### config.mk
export PLATFORM = sky130hd
export DESIGN_NAME = perfmon_unit
export DESIGN_NICKNAME = d
export VERILOG_FILES = /design/src/rtl/pmu_pkg.sv /design/src/rtl/pmu_evt_sel.sv /design/src/rtl/pmu_prescale.sv /design/src/rtl/pmu_counter.sv /design/src/rtl/perfmon_unit.sv
export SDC_FILE = /design/constraint.sdc
export NUM_CORES = 1
export LEC_CHECK = 0
export BUFFER_PORTS_ARGS = -buffer_cell sky130_fd_sc_hd__buf_4
export CORE_MARGIN = 2
export CORE_UTILIZATION = 25
export DETAILED_ROUTE_END_ITERATION = 12
export PLACE_DENSITY = 0.4
export SLEW_MARGIN = 0
export SYNTH_ARGS = -nofsm -noshare
export SYNTH_HDL_FRONTEND = slang
export SYNTH_SLANG_ARGS = --single-unit
### constraint.sdc
create_clock -name clk -period 2.84 [get_ports clk]
set_clock_uncertainty 0.1 [all_clocks]
set_input_delay 0.71 -clock clk [delete_from_list [all_inputs] [get_ports clk]]
set_output_delay 0.71 -clock clk [all_outputs]
set_load 0.05 [all_outputs]
### src/rtl/pmu_pkg.sv
package pmu_pkg;
  localparam int DATA_W  = 32;
  localparam int SEL_W   = 8;
  localparam int NEV     = 2;         // event counters
  localparam int NCTR    = NEV + 1;   // flag / enable lanes: ev0, ev1, cycle
  localparam int B_EN    = 0;
  localparam int B_EVCLR = 1;
  localparam int B_CYCLR = 2;
  localparam int B_DIV   = 3;
  localparam int B_IEN   = 4;
  localparam int B_OVF   = 8;
  localparam int SEL0_LO = 20;
  localparam int SEL1_LO = 12;

  typedef enum logic [1:0] {
    A_CTRL = 2'd0,
    A_CYC  = 2'd1,
    A_EV0  = 2'd2,
    A_EV1  = 2'd3
  } reg_addr_e;
endpackage

### src/rtl/pmu_evt_sel.sv
module pmu_evt_sel #(
  parameter int NUM_EVT  = 32,
  parameter int SEL_W    = 8,
  parameter int EXT_CODE = 32
) (
  input  logic [SEL_W-1:0]   sel,
  input  logic [NUM_EVT-1:0] evt,
  input  logic               ext,
  output logic               hit
);
  logic [NUM_EVT-1:0] match;

  for (genvar i = 0; i < NUM_EVT; i++) begin : g_match
    assign match[i] = evt[i] && (sel == SEL_W'(i));
  end

  assign hit = (|match) || (ext && (sel == SEL_W'(EXT_CODE)));
endmodule

### src/rtl/pmu_prescale.sv
module pmu_prescale #(
  parameter int DIV_LOG2 = 6
) (
  input  logic clk,
  input  logic rst,
  input  logic clr,
  input  logic run,
  output logic tick
);
  logic [DIV_LOG2-1:0] q;

  always_ff @(posedge clk) begin
    if (rst || clr)  q <= '0;
    else if (run)    q <= q + DIV_LOG2'(1);
  end

  assign tick = run && (&q);
endmodule

### src/rtl/pmu_counter.sv
module pmu_counter #(
  parameter int W = 32
) (
  input  logic         clk,
  input  logic         rst,
  input  logic         clr,
  input  logic         ld,
  input  logic [W-1:0] ld_val,
  input  logic         inc,
  output logic [W-1:0] cnt,
  output logic         wrap
);
  always_ff @(posedge clk) begin
    if (rst)       cnt <= '0;
    else if (ld)   cnt <= ld_val;
    else if (clr)  cnt <= '0;
    else if (inc)  cnt <= cnt + W'(1);
  end

  assign wrap = inc && !ld && !clr && (&cnt);
endmodule

### src/rtl/perfmon_unit.sv
module perfmon_unit
  import pmu_pkg::*;
#(
  parameter int CNT_W    = 32,
  parameter int NUM_EVT  = 32,
  parameter int DIV_LOG2 = 6,
  parameter int EXT_CODE = 32
) (
  input  logic                clk,
  input  logic                rst,
  input  logic                reg_wr,
  input  logic [1:0]          reg_addr,
  input  logic [DATA_W-1:0]   reg_wdata,
  output logic [DATA_W-1:0]   rd_data,
  input  logic [NUM_EVT-1:0]  evt_pulse,
  input  logic                ext_evt,
  output logic                irq
);
  reg_addr_e addr_e;
  assign addr_e = reg_addr_e'(reg_addr);

  logic ctrl_wr, ev_clr, cyc_clr, cyc_ld;
  assign ctrl_wr = reg_wr && (addr_e == A_CTRL);
  assign ev_clr  = ctrl_wr && reg_wdata[B_EVCLR];
  assign cyc_clr = ctrl_wr && reg_wdata[B_CYCLR];
  assign cyc_ld  = reg_wr && (addr_e == A_CYC);

  // control state
  logic            en_q, div_q;
  logic [NCTR-1:0] ien_q, ovf_q;
  logic [SEL_W-1:0] sel_q [NEV];

  always_ff @(posedge clk) begin
    if (rst) begin
      en_q  <= 1'b0;
      div_q <= 1'b0;
      ien_q <= '0;
    end else if (ctrl_wr) begin
      en_q  <= reg_wdata[B_EN];
      div_q <= reg_wdata[B_DIV];
      ien_q <= reg_wdata[B_IEN +: NCTR];
    end
  end

  // event counters
  logic [NEV-1:0]   hit, ev_ld, ev_wrap;
  logic [CNT_W-1:0] ev_cnt [NEV];

  for (genvar g = 0; g < NEV; g++) begin : g_ev
    localparam int LO = (g == 0) ? SEL0_LO : SEL1_LO;

    always_ff @(posedge clk) begin
      if (rst)          sel_q[g] <= '0;
      else if (ctrl_wr) sel_q[g] <= reg_wdata[LO +: SEL_W];
    end

    pmu_evt_sel #(.NUM_EVT(NUM_EVT), .SEL_W(SEL_W), .EXT_CODE(EXT_CODE)) u_sel (
      .sel (sel_q[g]),
      .evt (evt_pulse),
      .ext (ext_evt),
      .hit (hit[g])
    );

    assign ev_ld[g] = reg_wr && (reg_addr == 2'(int'(A_EV0) + g));

    pmu_counter #(.W(CNT_W)) u_cnt (
      .clk    (clk),
      .rst    (rst),
      .clr    (ev_clr),
      .ld     (ev_ld[g]),
      .ld_val (reg_wdata[CNT_W-1:0]),
      .inc    (en_q && hit[g]),
      .cnt    (ev_cnt[g]),
      .wrap   (ev_wrap[g])
    );
  end

  // cycle counter with optional divider
  logic             tick, cyc_inc, cyc_wrap;
  logic [CNT_W-1:0] cyc_cnt;

  pmu_prescale #(.DIV_LOG2(DIV_LOG2)) u_pre (
    .clk  (clk),
    .rst  (rst),
    .clr  (cyc_clr || cyc_ld),
    .run  (en_q && div_q),
    .tick (tick)
  );

  assign cyc_inc = en_q && (div_q ? tick : 1'b1);

  pmu_counter #(.W(CNT_W)) u_cyc (
    .clk    (clk),
    .rst    (rst),
    .clr    (cyc_clr),
    .ld     (cyc_ld),
    .ld_val (reg_wdata[CNT_W-1:0]),
    .inc    (cyc_inc),
    .cnt    (cyc_cnt),
    .wrap   (cyc_wrap)
  );

  // sticky overflow flags: set beats write-one-to-clear
  logic [NCTR-1:0] wrap_vec, ovf_clr;
  assign wrap_vec = {cyc_wrap, ev_wrap};
  assign ovf_clr  = ctrl_wr ? reg_wdata[B_OVF +: NCTR] : '0;

  always_ff @(posedge clk) begin
    if (rst) begin
      ovf_q <= '0;
      irq   <= 1'b0;
    end else begin
      ovf_q <= (ovf_q & ~ovf_clr) | wrap_vec;
      irq   <= |(ovf_q & ien_q);
    end
  end

  // registered read port
  logic [DATA_W-1:0] ctrl_img, rd_nxt;

  always_comb begin
    ctrl_img                      = '0;
    ctrl_img[B_EN]                = en_q;
    ctrl_img[B_DIV]               = div_q;
    ctrl_img[B_IEN +: NCTR]       = ien_q;
    ctrl_img[B_OVF +: NCTR]       = ovf_q;
    ctrl_img[SEL0_LO +: SEL_W]    = sel_q[0];
    ctrl_img[SEL1_LO +: SEL_W]    = sel_q[1];
  end

  always_comb begin
    rd_nxt = '0;
    case (addr_e)
      A_CTRL:  rd_nxt = ctrl_img;
      A_CYC:   rd_nxt[CNT_W-1:0] = cyc_cnt;
      A_EV0:   rd_nxt[CNT_W-1:0] = ev_cnt[0];
      default: rd_nxt[CNT_W-1:0] = ev_cnt[1];
    endcase
  end

  always_ff @(posedge clk) begin
    if (rst) rd_data <= '0;
    else     rd_data <= rd_nxt;
  end
endmodule

# Word-level counts from Yosys, hierarchy flattened
# Memory sizes are Yosys's and may differ from the RTL's.
# Index checks and enable logic that the tools add are counted.
[classes]
reduce_logical = 108
n_eq_ne = 67
mux = 19
add_sub_neg = 4
bitwise = 6
[op_table]
columns = ["op", "n"]
rows = [
  ["two-way mux 32 bit", 9],
  ["equality test 8 x 5 -> 1 bit, second input constant", 32],
  ["equality test 8 x 4 -> 1 bit, second input constant", 16],
  ["adder 32 x 1 -> 32 bit, second input constant", 3],
  ["one-hot mux 32 bit (3 select lines)", 1],
  ["AND reduction 32 bit", 3],
  ["logical AND 1 bit", 86],
  ["equality test 8 x 3 -> 1 bit, second input constant", 8],
  ["OR reduction 32 bit", 2],
  ["equality test 8 x 2 -> 1 bit, second input constant", 4],
  ["equality test 8 x 1 -> 1 bit, second input constant", 2],
  ["equality test 8 x 6 -> 1 bit, second input constant", 2],
  ["logical NOT 8 bit", 2],
  ["two-way mux 8 bit", 2],
  ["nonzero test 3 bit", 3],
  ["adder 6 x 1 -> 6 bit, second input constant", 1],
  ["AND 3 bit", 2],
  ["two-way mux 1 bit", 6],
  ["AND reduction 6 bit", 1],
  ["logical NOT 1 bit", 5],
  ["equality test 2 bit, second input constant", 2],
  ["logical OR 1 bit", 4],
  ["two-way mux 3 bit", 1],
  ["NOT 3 bit", 1],
  ["other kinds (5)", 6],
]
[totals]
in_bits = 70
out_inout_bits = 33
n_memories = 1
mem_bits_rw = 16
ff_bits = 143
wordCells = 215
[memory_table]
columns = ["memory", "depth", "width", "read_ports", "rd_ports_with_merged_regs", "wr", "line", "text"]
rows = [
  ["sel_q", 2, 8, 2, 0, 2, "perfmon_unit.sv:31", "logic [SEL_W-1:0] sel_q [NEV];"],
]

# Longest topological paths before layout
# Gate-level depths: netlist of run 1.
# An unclocked memory read counts as a cell.
[logic_depth]
word_depth = 10
mapped_depth = 12
depth_no_buf = 9

# Modules after synthesis
# A second synthesis of run 1 with hierarchy kept.
[unflattened]
hier_cells = 1114
area_unflattened_um2 = 9928.3
[by_module_without_submodules]
columns = ["mod", "area_each_um2", "seq_area_each_um2", "n_inst", "cells_each"]
rows = [
  ["pmu_counter", 2008.2, 640.6, 3, 242],
  ["perfmon_unit", 2742.6, 1301.2, 1, 232],
  ["pmu_evt_sel", 445.4, 0.0, 2, 63],
  ["pmu_prescale", 270.3, 120.1, 1, 30],
]

# Worst setup path before layout of run 1
# Ideal clock, no wire load.
[synth_path]
path_kind = "in2reg"
start = "input port reg_addr[1]"
end = "memory sel_q[0][0], enable pin"
path_buffers = 3
setup_ns = 0.363
t_required_ns = 2.377
setup_slack_ns = 0.166
t_arrival_ns = 2.211
path_stages = 6
path_cell_list = "buf_2 > buf_1 > clkbuf_1 > nor2_1 > nand2_1 > nand2_1"
[synth_rtl]
columns = ["item", "line", "text"]
rows = [
  ["start, declared", "perfmon_unit.sv:12", "input logic [1:0] reg_addr,"],
  ["end, declared", "perfmon_unit.sv:31", ""],
]

==> results of run 1 <==
-- how the worst max path moves through the flow --
stage | slack (ps) | depth (start not counted) | to
2_1_floorplan | 170 | 6 | sel_q[0][0]
3_3_place_gp | -300 | 11 | g_ev[0].u_cnt.cnt[15]
3_5_place_dp | -250 | 11 | g_ev[0].u_cnt.cnt[15]
4_1_cts | 3 | 8 | g_ev[1].u_cnt.cnt[20]
5_1_grt | -30 | 9 | ovf_q[0]
6_report | 60 | 9 | ovf_q[0]
-- cells by family after synthesis --
logic type               after synthesis
adder cells (fa/ha/maj)                4
XOR/XNOR                              33
buffers and inverters                106
flip-flops                           159
multiplexers                          43
AND/OR/NAND/NOR                      470
AO/OA/AOI/OAI                        333
-- worst reg2reg max path: cells and delay by family, from the launching register on --
family / cells / cell delay (ps)
AO/OA/AOI/OAI: 4 / 790
buffers and inverters: 1 / 190
flip-flops: 1 / 460
AND/OR/NAND/NOR: 4 / 1170
-- cells in the final DEF, fill, tap and decap left out, types with 15 or more instances in the layout --
master,netlist,layout
buf_4,3,202
dfxtp_1,143,143
nand2_1,116,115
a21oi_1,113,109
nor2_1,94,93
nor3_1,55,54
nand3_1,43,43
a22oi_1,38,38
and3_1,37,37
and2_1,32,31
a211oi_1,28,27
o21ai_0,28,26
a31oi_1,25,25
mux4_2,23,24
xnor2_1,24,24
a211oi_2,23,24
nand4_1,17,17
clkbuf_16,0,17
edfxtp_1,16,16
inv_1,15,15
-- cells in the mapped netlist, types with 9 or more instances --
master and number:
o21ai_0 28, a22oi_1 38, nor3_1 55, xnor2_1 24, mux4_2 23, xor2_1 9, buf_6 12, clkbuf_1 51
mux2_2 9, inv_1 15, and4_1 10, nand4_1 17, nand2_1 116, and2_1 32, edfxtp_1 16, and3_1 37
a21oi_1 113, a211oi_2 23, dfxtp_1 143, nor2_1 94, a31oi_1 25, a211oi_1 28, buf_2 17, nand3_1 43
a21o_1 11
-- area by class of cell --
type,count,area (sq um)
Inverter,15,56.3
Fill cell,4110,26200
Timing Repair Buffer,214,1750
Sequential cell,159,3340
Multi-Input combinational cell,884,6090
Tap cell,518,648
Clock inverter,10,158
Clock buffer,22,484
-- state kept, by name, summed over array words and instances (netlist names) --
signal and flops:
div_q 1, en_q 1, g_ev.u_cnt.cnt 64, ien_q 3
irq 1, ovf_q 3, rd_data 32, sel_q 16
u_cyc.cnt 32, u_pre.q 6
-- metrics by stage --
stage	setup slack, ps	setup TNS, ps	utilization (%)
detailed placement	-251	-9480	30.2
global route	-28.9	-83.3	32.3
finish	63.2	0	32.3
global placement	-302	-11180	30.2
floorplan	166	0	-
CTS	2.69	0	32.0
-- metal layers --
layer | wire length, um | global-route usage (%) | up-vias
met5 | 0 | 0 | -
met4 | 812 | 5.89 | 0
met3 | 1610 | 2.92 | 36
met2 | 18800 | 31.5 | 249
met1 | 19200 | 27.1 | 4728
li1 | - | - | 4596
-- power by group --
part	internal (W)	leakage [nW]	switching (W)
sequential	0.00234	1.32	0.0000951
combinational	0.000409	3.04	0.000565
clock	0.00156	0.308	0.00101
total	0.00431	4.67	0.00167
-- timing repair --
item | in CTS | in global routing
gates resized for setup | 2 | 17
setup endpoints to repair | 16 | 58
cloned | 1 | 0
pin swaps | 1 | 10
setup buffers | 5 | 5
==> out/qor.yml, run 1 <==
status:
  outcome: "finished clean"
power:
  p_per_area_nw_per_um2: 478
  ir_drop_v: 0.000388
  fin_total_pwr_w: 0.00598
  power_leakage_nw: 4.67
critical_path:
  crit_path_end_kind: "register"
  crit_top_cell: "a21oi_2"
  r2r_end: "ovf_q[0]"
  crit_arrival_ps: 3050
  path_buf_inv: 1
  path_cells: "buf_12 > or3b_1 > a211oi_2 > or4_4 > a21oi_2 > a31oi_4 > nand2_1 > or4_1 > a21oi_2"
  crit_required_ps: 3110
  r2r_start: "sel_q[0][1]"
  crit_family: "simple AND/OR/NAND/NOR gates"
  slowest_stage: "or4_1"
  worst-r2r-cell-count: 9
  reg2reg_slack_ps: 60
  startpoint: "sel_q[0][1]"
  startpoint_type: "register"
  crit_fanout: 12
  critical_path_class: "reg2reg"
  max_stage_delay_ps: 510
yosys:
  synthAdderAreaFrac_pct: 0.508
  yosys-top-cells-area: "dfxtp_1 29%, a21oi_1 5.7%, mux4_2 5.3%"
  synthFlopType: "dfxtp_1"
  syn-cell-area_sq_um: 9850
  synth_fp_nets: 1222
  yosysWarnings: 0
  post_synth_num_cell_types: 87
  synth_top_family_by_area: "simple AND/OR/NAND/NOR gates"
  async_flop_share_pct: 0
  synth_top_area_share_pct: 29.1
  synth_mux_area_share_pct: 7.91
  yosysSeqAreaShare_pct: 33.9
  synth_compound_area_share_pct: 24.1
  synthXorXnorAreaFrac_pct: 2.93
  netlist_instances: 1148
  avgSynthCellArea_sq_um: 8.58
  synth_top_cell_by_area: "dfxtp_1"
  yosys.area_share.simple_pct: 25.2
  synth_edf_count: 16
  synth.ff_latch_count: 159
cells_and_area:
  fin_area_sq_um: 12500
  instances_no_fill: 1822
  layout.nets: 1365
  antenna_cells: 0
  layout-drive-gt1-share_pct: 27.5
  syn_to_final_growth_pct: 27.1
route:
  num_vias: 9609
  drt_wl_total_mm: 40.4
  wl_per_cell_um: 22.2
  drc: 0
  first_pass_iters: 5
  vias_per_cell: 5.27
  drtAntennaViolNets: 0
  drt_iter0_drc: 717
timing:
  finalCriticalPeriod_ps: 2780
  period_share_pct: 97.8
  maxSlewViolCount: 0
  hold_viol_final: 0
  worst_hold_slack_ps: 384
  setup_viol_count_final: 0
  slew_headroom_pct: 53.1
  rsz0062_at_grt: "yes"
  tightest_slew_ps: 703
  max_freq_mhz: 360
global_route:
  gr-usage-all-layers_pct: 19.6
  antenna_found_initial: 0
  grt_pass1_wl_mm: 60.5
  grt_pass1_vias: 9288
  grt_max_degree: 110
  grt_overflow: 0
floorplanning:
  die_w_um: 203
  start_util_pct: 25.4
  io_pins: 103
  core-area_sq_um: 38700
  std_cell_rows: 72
  dieArea_sq_um: 41000
  die_h_um: 203
clock_tree:
  cts_root_buffer: "clkbuf_16"
  htreeDepth: 4
  clk_pin_slew_ps: 70
  cts_hold_buffers: 0
  clk_path_buf_depth: 2
  clk_latency_ps: 440
  cts_tree: "done"
  cts_buffers: 17
  numClockSinks: 159
min_path:
  hold_depth: 2
  hold_end: "ien_q[0]"
  worstHoldPathType: "reg2reg"
  min-delay-start: "ien_q[0]"
placed_design:
  placed_area_sq_um: 11700
  gp_congestion: 0.805
  placed_cells: 1779
  portBuffers: 102
  hpwlAfterDp_mm: 29.7
flow_run:
  max_cap_viol_count: 0
(Power assumes the default switching activity.)
==> run 2, diff against run 1 <==
ABC_AREA = 1   (was not set)
==> out/qor.yml, run 2 <==
timing:
  setup_viol_count_final: 0  # unchanged
  tightest_slew_ps: 622  # -80.7 ps
  fin_ws_ps: 297  # +233 ps
  worst_hold_slack_ps: 381  # -2.73 ps
  tns_ps: 0  # unchanged
  period_share_pct: 89.6  # -8.2 points
  finalCriticalPeriod_ps: 2540  # -233 ps
  rsz0062_at_grt: "no"
  slew_headroom_pct: 58.5  # +5.3 points
  hold_viol_final: 0  # unchanged
  maxSlewViolCount: 0  # unchanged
  max_freq_mhz: 393  # +9.2%
global_route:
  grt_pass1_vias: 11200  # +21%
  antenna_found_initial: 1  # +1
  grt_max_degree: 58  # -47%
  gr-usage-all-layers_pct: 22.1  # +2.5 points
  grt_overflow: 0  # unchanged
  grt_pass1_wl_mm: 72.2  # +19%
min_path:
  worstHoldPathType: "reg2reg"
clock_tree:
  cts_root_buffer: "clkbuf_16"
  htreeDepth: 4  # unchanged
  clk_path_buf_depth: 2  # unchanged
  cts_resized: 0  # -2
  cts_setup_buffers: 0  # -5
  clk_pin_slew_ps: 70  # about the same
  cts_hold_buffers: 0  # unchanged
  cts_tree: "done"
  cts_buffers: 17  # unchanged
  clk_latency_ps: 480  # +40 ps
  numClockSinks: 159  # unchanged
power:
  p_per_area_nw_per_um2: 489  # +2.4%
  internal-power_w: 0.00402  # -6.9%
  power_leakage_nw: 5.64  # +21%
  swShare_pct: 34.9  # +7.0 points
  ir_drop_v: 0.000418  # +7.8%
  pwr-share-clk_pct: 38.3  # -4.7 points
  p_comb_share_pct: 20.0  # +3.7 points
  seqPwrFrac_pct: 41.7  # +1.0 points
  p_sw_w: 0.00215  # +29%
route:
  drt_wl_total_mm: 48.6  # +20%
  num_vias: 12000  # +25%
  drt_iter0_drc: 1198  # +67%
  wl_per_cell_um: 20.6  # -7.1%
  drtAntennaViolNets: 0  # unchanged
  vias_per_cell: 5.09  # -3.4%
  first_pass_iters: 6  # +1
  drc: 0  # unchanged
cells_and_area:
  largest_reg_flops: 64  # unchanged
  layout-drive-gt1-share_pct: 12.7  # -15 points
  syn_to_final_growth_pct: 19.4
  layout.nets: 1881  # +38%
  layout_common_cells: "375 x nand2_1, 221 x inv_1, 211 x nor2_1"
  top_regs: "g_ev.u_cnt.cnt: 64 flops, rd_data: 32 flops, u_cyc.cnt: 32 flops"
  final_common_cell: "nand2_1"
  regMostFlops: "g_ev.u_cnt.cnt"
  antenna_cells: 0  # unchanged
critical_path:
  startpoint_type: "register"
  path_cells: "nand2_1 > inv_1 > nand3_1 > nand2_1 > nor2_1 > nand2_1 > o21ai_1 > nand3_2 > nand2_2 > buf_6 > nand3_1 > nand2_1 > nor2_1"
  crit_fanout: 44  # +32
  crit_arrival_ps: 2800  # -250 ps
  crit_required_ps: 3100  # about the same
  crit_path_end_kind: "register"
  critical_path_class: "reg2reg"
  slowest_stage: "edfxtp_1"
  crit_top_cell: "nand2_1"
  max_stage_delay_ps: 500  # about the same
yosys:
  synth.ff_latch_count: 159  # unchanged
  netlist_instances: 1714  # +49%
  synth_fp_nets: 1788  # +46%
  synth_top_cell_by_area: "dfxtp_1"
  synthTopCellsByCount: "375 x nand2_1, 222 x inv_1, 211 x nor2_1"
  synthFlopType: "dfxtp_1"
  yosysWarnings: 0  # unchanged
  avgSynthCellArea_sq_um: 6.17  # -28%
  syn-cell-area_sq_um: 10600  # +7.3%
  yosysSeqAreaShare_pct: 31.6  # -2.3 points
  post_synth_num_cell_types: 43  # -51%
  async_flop_share_pct: 0  # unchanged
  yosys-top-cells-area: "dfxtp_1 27%, nand2_1 13%, nand3_1 8.6%"
  synth_top_area_share_pct: 27.1  # -2.0 points
  synth_edf_count: 16  # unchanged
  synth.most_common_cell: "nand2_1"
status:
  outcome: "finished clean"
floorplanning:
  die_h_um: 210  # +3.5%
  dieArea_sq_um: 43900  # +7.1%
  io_pins: 103  # unchanged
  core-area_sq_um: 41900  # +8.0%
  die_w_um: 210  # +3.5%
  std_cell_rows: 75  # +4.2%
  start_util_pct: 25.3  # -0.18 points
placed_design:
  gp_congestion: 0.899  # +12%
  place_ws_ps: 222  # +473 ps
  hpwlAfterDp_mm: 37.7  # +27%
  portBuffers: 102  # unchanged
flow_run:
  max_cap_viol_count: 0  # unchanged
==> run 2: cell type report <==
| cell class | instances | area (sq um) |
|---|---|---|
| inverter | 236 | 887 |
| tap | 539 | 674 |
| multi-input combinational | 1246 | 5980 |
| clock buffer | 19 | 454 |
| timing repair buffer | 147 | 1160 |
| sequential | 159 | 3340 |
| clock inverter | 13 | 115 |
| fill | 4729 | 29200 |
==> run 2: worst max-delay path: cells and delay by family (launching register included) <==
| kind | cells | cell delay (ps) |
|---|---|---|
| compound gates | 1 | 160 |
| flops | 1 | 500 |
| buf+inv | 2 | 450 |
| simple gates | 10 | 1210 |
==> run 2: worst paths after layout <==
check	from	end	slack, ps	cells past startpoint
setup / recovery	sel_q[0][0]	g_ev[0].u_cnt.cnt[22]	300	13
hold / removal	u_pre.q[5]	u_pre.q[5]	380	2
setup reg to reg	sel_q[0][0]	g_ev[0].u_cnt.cnt[22]	300	13
hold reg to reg	u_pre.q[5]	u_pre.q[5]	380	2
==> run 2: logic make-up after synthesis <==
| family | count (synthesis) | share of synthesized area, % |
|---|---|---|
| simple gates | 899 | 37.2 |
| flops | 159 | 31.6 |
| fa+ha+maj | 4 | 0.474 |
| compound gates | 331 | 17.9 |
| xor+xnor | 12 | 0.994 |
| buf+inv | 309 | 11.8 |
==> run 2: per-stage QoR <==
| step | util [%] | cells | power, W | instance area (sq um) |
|---|---|---|---|---|
| floorplan | - | 1714 | 0.00332 | 10600 |
| global placement | 28.8 | 2327 | 0.00385 | 12000 |
| detailed placement | 28.8 | 2327 | 0.00385 | 12000 |
| CTS | 30.1 | 2359 | 0.00621 | 12600 |
| global route | 30.1 | 2359 | 0.00644 | 12600 |
| finish | 30.1 | 2359 | 0.00617 | 12600 |
==> run 2: routing by layer <==
metal / vias up / GRT usage [%] / wire, um
li1: 5869 / - / -
met3: 57 / 3.01 / 2530
met1: 5692 / 29.5 / 22100
met5: - / 0 / 0
met2: 395 / 35.9 / 22200
met4: 0 / 9.00 / 1710
==> run 2: power by group through the flow <==
stage / clock network [W] / registers (W) / logic (W)
after global routing: 0.00250 / 0.00260 / 0.00135
after global placement: 0 / 0.00262 / 0.00123
after floorplan: 0 / 0.00265 / 0.000666
after CTS: 0.00241 / 0.00257 / 0.00123
after detailed placement: 0 / 0.00262 / 0.00123
final: 0.00236 / 0.00257 / 0.00124
==> run 3, diff against run 2 <==
BUFFER_PORTS_ARGS = not set   (was -buffer_cell sky130_fd_sc_hd__buf_4)
DONT_BUFFER_PORTS = 1   (was not set)
PLACE_DENSITY = 0.38   (was 0.4)
==> out/qor.yml, run 3 (same netlist as run 2, synthesis figures left out) <==
critical_path:
  startpoint_type: "register"
  critical_path_class: "reg2reg"
  max_stage_delay_ps: 520  # +20 ps
  crit_required_ps: 3100  # about the same
  crit_fanout: 20  # -55%
  endpoint: "g_ev[1].u_cnt.cnt[2]"
  r2r_start: "sel_q[1][2]"
  crit_path_end_kind: "register"
  worst-r2r-cell-count: 13  # unchanged
  startpoint: "sel_q[1][2]"
  slowest_stage: "edfxtp_1"
  crit_arrival_ps: 2820  # +20 ps
  path_cells: "nand2_1 > inv_1 > nand3_1 > nand2_1 > nor2_1 > nand2_1 > o21ai_1 > nand3_1 > nand2_2 > buf_4 > nand3_1 > nand2_1 > nor2_1"
  r2r_end: "g_ev[1].u_cnt.cnt[2]"
  crit_top_cell: "nand2_1"
  reg2reg_slack_ps: 280  # about the same
cells_and_area:
  top_regs: "g_ev.u_cnt.cnt: 64 flops, rd_data: 32 flops, u_cyc.cnt: 32 flops"
  regArea_sq_um: 3340  # unchanged
  final_common_cell: "nand2_1"
  layout-drive-gt1-share_pct: 7.56  # -5.2 points
  multi_input_area_sq_um: 5980  # unchanged
  fill_cells: 4749  # +0.42%
  regMostFlops: "g_ev.u_cnt.cnt"
  layout.nets: 1781  # -5.3%
  syn_to_final_growth_pct: 11.9
  final_core_util_pct: 28.3  # -1.9 points
  layout_common_cells: "375 x nand2_1, 221 x inv_1, 211 x nor2_1"
  largest_reg_flops: 64  # unchanged
  fin_area_sq_um: 11800  # -6.3%
  instances_no_fill: 2259  # -4.2%
global_route:
  antenna_found_initial: 0  # -1
  grt_max_degree: 70  # +21%
  gr-usage-all-layers_pct: 22.7  # +0.59 points
  grt_pass1_wl_mm: 73.3  # +1.5%
  grt_overflow: 0  # unchanged
  grt_pass1_vias: 11200  # -0.73%
clock_tree:
  clk_latency_ps: 470  # about the same
  cts_tree: "done"
  htreeDepth: 4  # unchanged
  clk_path_buf_depth: 2  # unchanged
  cts_setup_buffers: 0  # unchanged
  cts_root_buffer: "clkbuf_16"
  numClockSinks: 159  # unchanged
  cts_resized: 0  # unchanged
  cts_hold_buffers: 0  # unchanged
  cts_buffers: 17  # unchanged
  clk_pin_slew_ps: 70  # about the same
power:
  pwr-share-clk_pct: 39.1  # +0.8 points
  seqPwrFrac_pct: 44.4  # +2.7 points
  swShare_pct: 33.1  # -1.8 points
  p_per_area_nw_per_um2: 507  # +3.7%
  power_leakage_nw: 5.11  # -9.3%
  ir_drop_v: 0.000392  # -6.2%
  internal-power_w: 0.00401  # -0.15%
  p_sw_w: 0.00199  # -7.7%
  p_comb_share_pct: 16.5  # -3.5 points
floorplanning:
  die_h_um: 210  # unchanged
  core-area_sq_um: 41900  # unchanged
  std_cell_rows: 75  # unchanged
  die_w_um: 210  # unchanged
  io_pins: 103  # unchanged
  dieArea_sq_um: 43900  # unchanged
  start_util_pct: 25.3  # unchanged
status:
  outcome: "finished clean"
placed_design:
  gp_congestion: 0.866  # -3.7%
  hpwlAfterDp_mm: 38.2  # +1.5%
  placed_area_sq_um: 11300  # -6.5%
  portBuffers: 0  # -100%
  place_ws_ps: 361  # +139 ps
  placed_cells: 2227  # -4.3%
flow_run:
  max_cap_viol_count: 0  # unchanged
route:
  drtAntennaViolNets: 0  # unchanged
  drc: 0  # unchanged
  first_pass_iters: 5  # -1
  vias_per_cell: 5.09  # about the same
  num_vias: 11500  # -4.3%
  wl_per_cell_um: 21.8  # +5.7%
  drt_wl_total_mm: 49.2  # +1.2%
  drt_iter0_drc: 1065  # -11%
timing:
  tns_ps: 0  # unchanged
  maxSlewViolCount: 0  # unchanged
  tightest_slew_ps: 757  # +135 ps
  setup_viol_count_final: 0  # unchanged
  finalCriticalPeriod_ps: 2560  # +13.4 ps
  hold_viol_final: 0  # unchanged
  rsz0062_at_grt: "no"
  period_share_pct: 90.0  # +0.47 points
  fin_ws_ps: 283  # -13.4 ps
  max_freq_mhz: 391  # -0.52%
  slew_headroom_pct: 49.4  # -9.1 points
min_path:
  worstHoldPathType: "in2reg"
run 3: cell count changes in the layout (fill, tap and decap cells not counted), sizes merged:
cell / previous run / this run
buf: 147 / 47
bufinv: 0 / 1
clkbuf: 19 / 23
clkinv: 5 / 2
clkinvlp: 0 / 4
diode: 0 / 1
inv: 244 / 237
run 3: power by group through the flow:
| stage | sequential (W) | clock [W] | combinational [W] |
|---|---|---|---|
| 3_3_place_gp | 0.00271 | 0 | 0.000984 |
| 3_5_place_dp | 0.00271 | 0 | 0.000981 |
| 2_1_floorplan | 0.00265 | 0 | 0.000666 |
| 4_1_cts | 0.00266 | 0.00242 | 0.000986 |
| 6_report | 0.00266 | 0.00235 | 0.000988 |
| 5_1_grt | 0.00268 | 0.00251 | 0.00111 |
run 3: metal layers:
metal	GRT usage [%]	wire (um)
met5	0	0
met3	5.94	3960
met2	35.8	22100
met4	8.63	1670
met1	29.6	21400
run 3: final cells by class:
| cell class | count | area share, % |
|---|---|---|
| Sequential cell | 159 | 28.3 |
| Inverter | 236 | 7.51 |
| Antenna cell | 1 | 0.0212 |
| Tap cell | 539 | 5.70 |
| Timing Repair Buffer | 47 | 3.09 |
| Clock inverter | 8 | 0.677 |
| Multi-Input combinational cell | 1246 | 50.6 |
| Clock buffer | 23 | 4.13 |
run 3: per-stage QoR:
step           hold WS [ps]  power [W]
6_report                203    0.00600
5_1_grt                 181    0.00630
4_1_cts                 180    0.00607
3_5_place_dp            360    0.00369
3_3_place_gp            352    0.00370
2_1_floorplan           339    0.00332
run 3: worst max-delay path, delay by kind of cell, from the launching register on:
family                 cells  cell delay (ps)
AO/OA/AOI/OAI              1              140
AND/OR/NAND/NOR           10             1240
flip-flops                 1              520
buffers and inverters      2              440
run 3: worst min path at each step:
| stage | start | endpoint | slack [ps] | depth (start not counted) |
|---|---|---|---|---|
| after floorplan | u_pre.q[5] | u_pre.q[5] | 340 | 2 |
| after global placement | u_pre.q[5] | u_pre.q[5] | 350 | 2 |
| after detailed placement | u_pre.q[5] | u_pre.q[5] | 360 | 2 |
| after CTS | rst | ovf_q[0] | 180 | 1 |
| after global routing | rst | ien_q[0] | 180 | 1 |
| final | rst | ovf_q[0] | 200 | 1 |
